`src/rtl/dmac_pkg.sv`:
```
package dmac_pkg;
    // control word field positions
    localparam int CB_DMODE = 5;
    localparam int CB_SMODE = 7;
    localparam int CB_RPT   = 9;
    localparam int CB_WIDE  = 10;
    localparam int CB_TIM   = 12;
    localparam int CB_IRQ   = 14;
    localparam int CB_EN    = 15;

    typedef enum logic [1:0] {TM_NOW = 2'd0, TM_HBL = 2'd1, TM_VBL = 2'd2, TM_SPC = 2'd3} timing_e;
    typedef enum logic [1:0] {AM_INC = 2'd0, AM_DEC = 2'd1, AM_FIX = 2'd2, AM_RLD = 2'd3} amode_e;
    typedef enum logic [1:0] {RS_SRC = 2'd0, RS_DST = 2'd1, RS_CNT = 2'd2, RS_CTL = 2'd3} rsel_e;
    typedef enum logic [1:0] {ST_IDLE = 2'd0, ST_READ = 2'd1, ST_WRITE = 2'd2} state_e;

    function automatic logic [31:0] align_addr(input logic [31:0] a, input logic wide);
        return wide ? {a[31:2], 2'b00} : {a[31:1], 1'b0};
    endfunction

    function automatic logic [31:0] step_of(input amode_e md, input logic wide);
        logic [31:0] s;
        s = wide ? 32'd4 : 32'd2;
        unique case (md)
            AM_DEC:  return -s;
            AM_FIX:  return 32'd0;
            default: return s;
        endcase
    endfunction
endpackage

```
`src/rtl/dmac_channel.sv`:
```
module dmac_channel
    import dmac_pkg::*;
#(
    parameter int          CH        = 0,
    parameter int          NCH       = 4,
    parameter int          CNT_W     = 17,
    parameter logic [31:0] RAM_BASE  = 32'h0200_0000,
    parameter logic [31:0] CART_BASE = 32'h0800_0000,
    parameter logic [31:0] SRAM_BASE = 32'h0E00_0000,
    parameter logic [31:0] MAX_SHORT = 32'h0000_4000,
    parameter logic [31:0] MAX_LONG  = 32'h0001_0000
) (
    input  logic        clk,
    input  logic        rst_n,
    input  logic        wr_en,
    input  logic [1:0]  wr_sel,
    input  logic [31:0] wr_data,
    input  logic        hblank,
    input  logic        vblank,
    input  logic        special,
    input  logic        unit_done,
    output logic        pend,
    output logic [31:0] src_now,
    output logic [31:0] dst_now,
    output logic        wide,
    output logic        irq
);
    localparam bit               IS_LAST = (CH == NCH - 1);
    localparam logic [CNT_W-1:0] MAX_CNT = IS_LAST ? CNT_W'(MAX_LONG) : CNT_W'(MAX_SHORT);

    logic [31:0]      src_r, dst_r;
    logic [CNT_W-1:0] cnt_r, wcnt;
    logic             en, irq_en, rpt;
    timing_e          tim;
    amode_e           smode, dmode;

    logic [31:0] addr_in;
    logic        src_ok, dst_ok, fire;

    assign addr_in = wr_data & 32'h0FFF_FFFE;
    assign src_ok  = (addr_in >= RAM_BASE) &&
                     !((CH == 0) && (addr_in >= CART_BASE) && (addr_in < SRAM_BASE));
    assign dst_ok  = IS_LAST || (addr_in < CART_BASE);
    assign fire    = en && !pend &&
                     ((hblank && tim == TM_HBL) || (vblank && tim == TM_VBL) ||
                      (special && tim == TM_SPC && CH != 0));

    always_ff @(posedge clk or negedge rst_n) begin
        if (!rst_n) begin
            src_r <= '0; dst_r <= '0; cnt_r <= MAX_CNT;
            src_now <= '0; dst_now <= '0; wcnt <= MAX_CNT;
            en <= 1'b0; irq_en <= 1'b0; rpt <= 1'b0; wide <= 1'b0;
            tim <= TM_NOW; smode <= AM_INC; dmode <= AM_INC;
            pend <= 1'b0; irq <= 1'b0;
        end else begin
            irq <= 1'b0;
            if (unit_done) begin
                src_now <= src_now + step_of(smode, wide);
                dst_now <= dst_now + step_of(dmode, wide);
                wcnt    <= wcnt - CNT_W'(1);
                if (wcnt == CNT_W'(1)) begin
                    pend <= 1'b0;
                    irq  <= irq_en;
                    if (!rpt || tim == TM_NOW) begin
                        en <= 1'b0;
                    end else begin
                        wcnt <= cnt_r;
                        if (dmode == AM_RLD) dst_now <= align_addr(dst_r, wide);
                    end
                end
            end
            if (fire) pend <= 1'b1;
            if (wr_en) begin
                unique case (rsel_e'(wr_sel))
                    RS_SRC: if (src_ok) src_r <= addr_in;
                    RS_DST: if (dst_ok) dst_r <= addr_in;
                    RS_CNT: cnt_r <= (wr_data[15:0] == 16'h0) ? MAX_CNT : CNT_W'(wr_data[15:0]);
                    RS_CTL: begin
                        en     <= wr_data[CB_EN];
                        irq_en <= wr_data[CB_IRQ];
                        tim    <= timing_e'(wr_data[CB_TIM +: 2]);
                        wide   <= wr_data[CB_WIDE];
                        rpt    <= wr_data[CB_RPT];
                        smode  <= amode_e'(wr_data[CB_SMODE +: 2]);
                        dmode  <= amode_e'(wr_data[CB_DMODE +: 2]);
                        if (!wr_data[CB_EN]) begin
                            pend <= 1'b0;
                        end else if (!en) begin
                            src_now <= align_addr(src_r, wr_data[CB_WIDE]);
                            dst_now <= align_addr(dst_r, wr_data[CB_WIDE]);
                            wcnt    <= cnt_r;
                            pend    <= (wr_data[CB_TIM +: 2] == TM_NOW);
                        end
                    end
                    default: ;
                endcase
            end
        end
    end

    // a completion pulse only ever follows a finished unit
    assert_irq_after_unit_R9: assert property (@(posedge clk) disable iff (!rst_n)
        irq |-> $past(unit_done));
    // a channel is never pending while disabled
    assert_pend_needs_en_R8: assert property (@(posedge clk) disable iff (!rst_n)
        pend |-> en);
endmodule

```
`src/rtl/dmac_arbiter.sv`:
```
module dmac_arbiter #(
    parameter int N = 4,
    localparam int IW = (N > 1) ? $clog2(N) : 1
) (
    input  logic [N-1:0]  req,
    output logic          any,
    output logic [IW-1:0] idx
);
    always_comb begin
        idx = '0;
        for (int i = N - 1; i >= 0; i--) begin
            if (req[i]) idx = IW'(i);
        end
    end
    assign any = |req;
endmodule

```
`src/rtl/dmac_top.sv`:
```
module dmac_top
    import dmac_pkg::*;
#(
    parameter int NCH = 4,
    localparam int IW = (NCH > 1) ? $clog2(NCH) : 1
) (
    input  logic           clk,
    input  logic           rst_n,
    input  logic           reg_wr,
    input  logic [IW-1:0]  reg_ch,
    input  logic [1:0]     reg_sel,
    input  logic [31:0]    reg_wdata,
    input  logic           hblank,
    input  logic           vblank,
    input  logic [NCH-1:0] special_req,
    output logic           m_valid,
    output logic           m_write,
    output logic           m_wide,
    output logic [31:0]    m_addr,
    output logic [31:0]    m_wdata,
    input  logic           m_ready,
    input  logic [31:0]    m_rdata,
    output logic [NCH-1:0] irq,
    output logic           cpu_stall
);
    state_e          state, nxt;
    logic [IW-1:0]   cur, pick;
    logic [31:0]     data;
    logic            any_pend;
    logic [NCH-1:0]  pend_v, wide_v, done_v;
    logic [31:0]     src_v [NCH];
    logic [31:0]     dst_v [NCH];

    for (genvar i = 0; i < NCH; i++) begin : g_ch
        assign done_v[i] = (state == ST_WRITE) && m_ready && (cur == IW'(i));
        dmac_channel #(.CH(i), .NCH(NCH)) u_ch (
            .clk(clk), .rst_n(rst_n),
            .wr_en(reg_wr && reg_ch == IW'(i)), .wr_sel(reg_sel), .wr_data(reg_wdata),
            .hblank(hblank), .vblank(vblank), .special(special_req[i]),
            .unit_done(done_v[i]), .pend(pend_v[i]),
            .src_now(src_v[i]), .dst_now(dst_v[i]), .wide(wide_v[i]), .irq(irq[i])
        );
    end

    dmac_arbiter #(.N(NCH)) u_arb (.req(pend_v), .any(any_pend), .idx(pick));

    always_comb begin
        nxt = state;
        unique case (state)
            ST_IDLE:  if (any_pend) nxt = ST_READ;
            ST_READ:  if (m_ready)  nxt = ST_WRITE;
            ST_WRITE: if (m_ready)  nxt = ST_IDLE;
            default:  nxt = ST_IDLE;
        endcase
    end

    always_ff @(posedge clk or negedge rst_n) begin
        if (!rst_n) begin
            state <= ST_IDLE;
            cur   <= '0;
            data  <= '0;
        end else begin
            state <= nxt;
            if (state == ST_IDLE && any_pend) cur <= pick;
            if (state == ST_READ && m_ready)  data <= m_rdata;
        end
    end

    always_comb begin
        m_valid   = (state != ST_IDLE);
        m_write   = (state == ST_WRITE);
        m_wide    = wide_v[cur];
        m_addr    = (state == ST_WRITE) ? dst_v[cur] : src_v[cur];
        m_wdata   = data;
        cpu_stall = (state != ST_IDLE) || any_pend;
    end

    assert_hold_req_R11: assert property (@(posedge clk) disable iff (!rst_n)
        (m_valid && !m_ready) |=> (m_valid && $stable(m_addr) && $stable(m_write)));
    assert_aligned_R7: assert property (@(posedge clk) disable iff (!rst_n)
        (m_valid && m_wide) |-> (m_addr[1:0] == 2'b00));
    assert_lowest_first_R1: assert property (@(posedge clk) disable iff (!rst_n)
        (state == ST_IDLE && any_pend) |=>
        (($past(pend_v) & ((NCH'(1) << cur) - NCH'(1))) == '0));
    assert_read_then_write_R11: assert property (@(posedge clk) disable iff (!rst_n)
        (m_valid && m_write) |-> ($past(m_valid && !m_write) || $past(m_valid && m_write)));
endmodule

```
`config.mk`:
```
export PLATFORM = sky130hd
export DESIGN_NAME = dmac_top
export DESIGN_NICKNAME = d
export VERILOG_FILES = /design/src/rtl/dmac_pkg.sv /design/src/rtl/dmac_channel.sv /design/src/rtl/dmac_arbiter.sv /design/src/rtl/dmac_top.sv
export SDC_FILE = /design/constraint.sdc
export NUM_CORES = 2
export LEC_CHECK = 0
export BUFFER_PORTS_ARGS = -buffer_cell sky130_fd_sc_hd__buf_2
export CORE_ASPECT_RATIO = 1.2
export CORE_UTILIZATION = 50
export CTS_CLUSTER_DIAMETER = 40
export DETAILED_ROUTE_END_ITERATION = 10
export PLACE_DENSITY = 0.72
export SLEW_MARGIN = 10
export SYNTH_ARGS = -nofsm -noshare
export SYNTH_HDL_FRONTEND = slang
export SYNTH_SLANG_ARGS = --single-unit
```
`constraint.sdc`:
```
create_clock -name clk -period 4.65 [get_ports clk]
set_input_delay 0.6975 -clock clk [delete_from_list [all_inputs] [get_ports clk]]
set_output_delay 0.6975 -clock clk [all_outputs]
set_load 0.03 [all_outputs]
```
==> impl_metrics.py <==
metrics = {
    "critical_path": {
        "r2r-start": "g_ch[1].u_ch.dmode[0]$_DFFE_PN0P_",
        "end_kind": "output pin",
        "crit_fanout": 25,
        "cp.arrival_ns": 3.67,
        "startpoint_type": "flop",
        "reg2reg_slack_ns": 0.47,
        "critical_path_class": "reg -> out",
        "cp.required_ns": 3.95,
        "worstReg2RegEnd": "g_ch[1].u_ch.dst_now[29]$_DFF_PN0_",
        "ff2ff_path_depth": 15,
    },
    "yosys": {
        "syn_inst": 5012,
        "synth_fp_nets": 5254,
        "postSynthAreaPerCell_sq_um": 8.948,
        "ys.flop_type": "dfrtp_1",
        "ys_seq_elements": 685,
        "synth_sequential_area_ratio_pct": 38.25,
        "syn_area_sq_um": 44850,
        "yosysWarnings": 0,
        "synthArstFlopShare_pct": 100.0,
        "synth-edff-count": 0,
        "synth.distinct_cells": 99,
    },
    "sta": {
        "layout_min_cycle_time_ns": 4.368,
        "worstMarginPinSlew_ns": 1.173,
        "setup_tns_ns": 0,
        "drv_slew": 0,
        "max_freq_ghz": 0.2290,
        "post-route-period-util_pct": 93.93,
        "rsz0062_at_grt": "false",
        "finalClockSkew_ns": 0.03059,
        "hold_viol_final": 1,
        "setup_viol": 0,
        "slew_headroom_pct": 21.73,
        "whs_ns": -0.02638,
    },
    "routing": {
        "drt_iter0_drc": 4869,
        "ant_nets": 0,
        "totalWireLength_um": 157800,
        "dr.pass1.iters": 6,
        "wl_per_cell_um": 25.12,
        "drcViolationCount": 0,
        "viasPerCell": 6.501,
        "num_vias": 40840,
    },
    "clocking": {
        "cts-root-buf": "clkbuf_16",
        "cts_setup_buffers": 0,
        "ctsHtreeMaxLevel": 3,
        "clkTransAtPathRegs_ns": 0.06,
        "ctsHoldBuffers": 0,
        "clock-sinks": 685,
        "cts_buffers": 107,
        "cts_tree": "yes",
        "clockBufferDepth": 3,
        "clk_latency_ns": 0.70,
        "cts_resized": 0,
    },
    "floorplanning": {
        "core-area_sq_um": 88290,
        "io_pins": 150,
        "initial_core_util_pct": 50.79,
        "die_h_um": 330.1,
        "die_w_um": 275.4,
        "std_cell_rows": 119,
        "die-area_sq_um": 90900,
    },
    "global_route": {
        "grt_pass1_vias": 37660,
        "grt_max_degree": 101,
        "grt_pass1_wl_um": 234800,
        "antenna_found_initial": 24,
        "grt_remaining_overflow": 0,
        "grt_usage_pct": 34.43,
    },
    "min_path": {
        "hp-class": "in -> async",
    },
    "finish": {
        "area_delta_synth_final_pct": 12.57,
        "postLayoutCoreUtil_pct": 57.17,
        "fin_nets": 5272,
        "drive_gt1_share_pct": 18.11,
    },
    "pwr": {
        "ir_worst_vdd_mv": 0.5470,
        "sw_frac_of_total_pct": 43.09,
        "comb_power_share_pct": 39.7,
        "power_density_nw_per_um2": 630.9,
        "clockPowerShare_pct": 26.6,
        "p_int_uw": 18120,
        "seqPwrFrac_pct": 33.8,
        "p_leak_uw": 0.02152,
        "p_sw_uw": 13720,
    },
    "outcome": {
        "violations": "hold timing",
        "status": "complete, but fails checks",
    },
    "place": {
        "gp_congestion": 1.078,
        "place.detailed.hpwl_um": 110400,
        "port_buffers": 144,
    },
    "flow_run": {
        "maxCapViolations": 0,
    },
}
## how the worst max path moves through the flow
| stage | from | endpoint | cells past startpoint |
|---|---|---|---|
| 2_1_floorplan | g_ch[1].u_ch.dmode[1]$_DFFE_PN0P_ | g_ch[1].u_ch.dst_now[31]$_DFF_PN0_ | 19 |
| 3_3_place_gp | g_ch[1].u_ch.dmode[0]$_DFFE_PN0P_ | g_ch[1].u_ch.dst_now[29]$_DFF_PN0_ | 15 |
| 3_5_place_dp | g_ch[1].u_ch.dmode[0]$_DFFE_PN0P_ | g_ch[1].u_ch.dst_now[29]$_DFF_PN0_ | 15 |
| 4_1_cts | g_ch[1].u_ch.dmode[0]$_DFFE_PN0P_ | g_ch[1].u_ch.dst_now[29]$_DFF_PN0_ | 15 |
| 5_1_grt | g_ch[1].u_ch.dmode[1]$_DFFE_PN0P_ | g_ch[1].u_ch.dst_now[29]$_DFF_PN0_ | 16 |
| 6_report | cur[1]$_DFFE_PN0P_ | m_addr[24] | 5 |
## through the flow
stage | worst slack (ns) | hold WS, ns | total power, uW | std cells | cell area (sq um)
floorplan | 0.4030 | 0.4019 | 18870 | 5012 | 44850
finish | 0.2824 | -0.02638 | 31850 | 6282 | 50480
detailed placement | 0.5788 | 0.4612 | 22970 | 6070 | 46660
global placement | 0.6479 | 0.4516 | 22670 | 6070 | 46660
global route | 0.2640 | 0.05158 | 33410 | 6275 | 50460
CTS | 0.5075 | 0.06335 | 31510 | 6274 | 50460
## placed cells by master, fill, tap and decap left out, drive strengths merged, types with 67 or more instances in the layout
master,n
o21ai,432
xnor2,167
mux2,330
nand3,86
nand2,595
dfrtp,677
ha,156
inv,149
buf,269
nor2,382
a21oi,430
clkbuf,122
nor3,133
a31oi,67
## logic make-up (layout without fill, tap and decap cells)
| group | count (synthesis) | count (layout) | synth area share, % |
|---|---|---|---|
| mux | 422 | 422 | 11.79 |
| fa+ha+maj | 164 | 164 | 4.710 |
| flops | 685 | 685 | 38.25 |
| compound gates | 1450 | 1450 | 19.93 |
| xor+xnor | 225 | 225 | 4.394 |
| other cells | 0 | 8 | 0 |
| simple gates | 1591 | 1591 | 16.74 |
| buf+inv | 475 | 588 | 4.185 |
## registers in the layout (all words and copies together), names as in the netlist
name / cells
g_ch.u_ch.cnt_r: 65
g_ch.u_ch.irq: 4
g_ch.u_ch.src_r: 108
g_ch.u_ch.dmode: 8
cur: 2
g_ch.u_ch.tim: 8
g_ch.u_ch.irq_en: 4
g_ch.u_ch.dst_r: 108
g_ch.u_ch.wcnt: 68
g_ch.u_ch.smode: 8
g_ch.u_ch.dst_now: 128
g_ch.u_ch.rpt: 4
m_wdata: 32
g_ch.u_ch.pend: 4
g_ch.u_ch.en: 4
state: 2
g_ch.u_ch.src_now: 124
g_ch.u_ch.wide: 4
## layout make-up
cell class                 count  area [sq um]
inverter                     115         431.7
tap                         1149          1438
fill                        7756         37810
clock inverter                82         955.9
timing repair buffer         269          1744
multi-input combinational   3852         25880
sequential                   685         17160
antenna                        8         20.02
clock buffer                 122          2848
## power by group through the flow
| stage | Sequential [uW] | Clock, uW | Combinational, uW |
|---|---|---|---|
| after floorplan | 9210 | 0 | 9660 |
| after global placement | 10600 | 0 | 12100 |
| after detailed placement | 10700 | 0 | 12300 |
| after CTS | 10600 | 8530 | 12400 |
| after global routing | 10900 | 8800 | 13700 |
| final | 10700 | 8460 | 12600 |
## layer usage
metal | vias to the layer above | GRT usage, % | part of all wire (%)
li1 | 18330 | - | -
met1 | 19950 | 45.36 | 39
met2 | 2115 | 52.63 | 44
met3 | 434 | 7.204 | 11
met4 | 8 | 19.35 | 5.9
met5 | - | 0 | 0.029
## critical path, stage by stage, from the launching register on
cell	delay, ns
dfrtp_4	0.69
mux2i_1	0.75
nor2_1	0.09
a211oi_1	0.77
o22ai_1	0.34
buf_2	0.27
## cell usage after synthesis (19+ instances only)
cell      count  share of area [%]
a211oi_1     38               0.64
a21o_1       52               0.87
a21oi_1     430                4.8
a22oi_1      57               0.95
a31oi_1      67               0.93
and2_1       20               0.28
and3_1       46               0.64
buf_1        46               0.39
buf_2        31               0.35
clkbuf_1    273                2.3
dfrtp_1     677                 38
ha_1        156                4.4
inv_1       115               0.96
mux2_2      330                8.3
mux2i_1      40               0.89
mux4_2       52                2.6
nand2_1     594                5.0
nand2b_1     31               0.43
nand3_1      84               0.94
nand3b_1     26               0.44
nand4_1      38               0.53
nor2_1      382                3.2
nor2b_1      35               0.49
nor3_1      132                1.5
nor4_1       51               0.71
o211ai_1     30               0.50
o21a_1       41               0.69
o21ai_0     424                4.7
o21bai_1     19               0.32
o22ai_1      43               0.60
o31a_1       23               0.45
o31ai_1      23               0.39
or3_1        42               0.59
or4_1        22               0.37
xnor2_1     167                3.3
xor2_1       58                1.1
No activity file was read; power rests on OpenSTA's default activity.
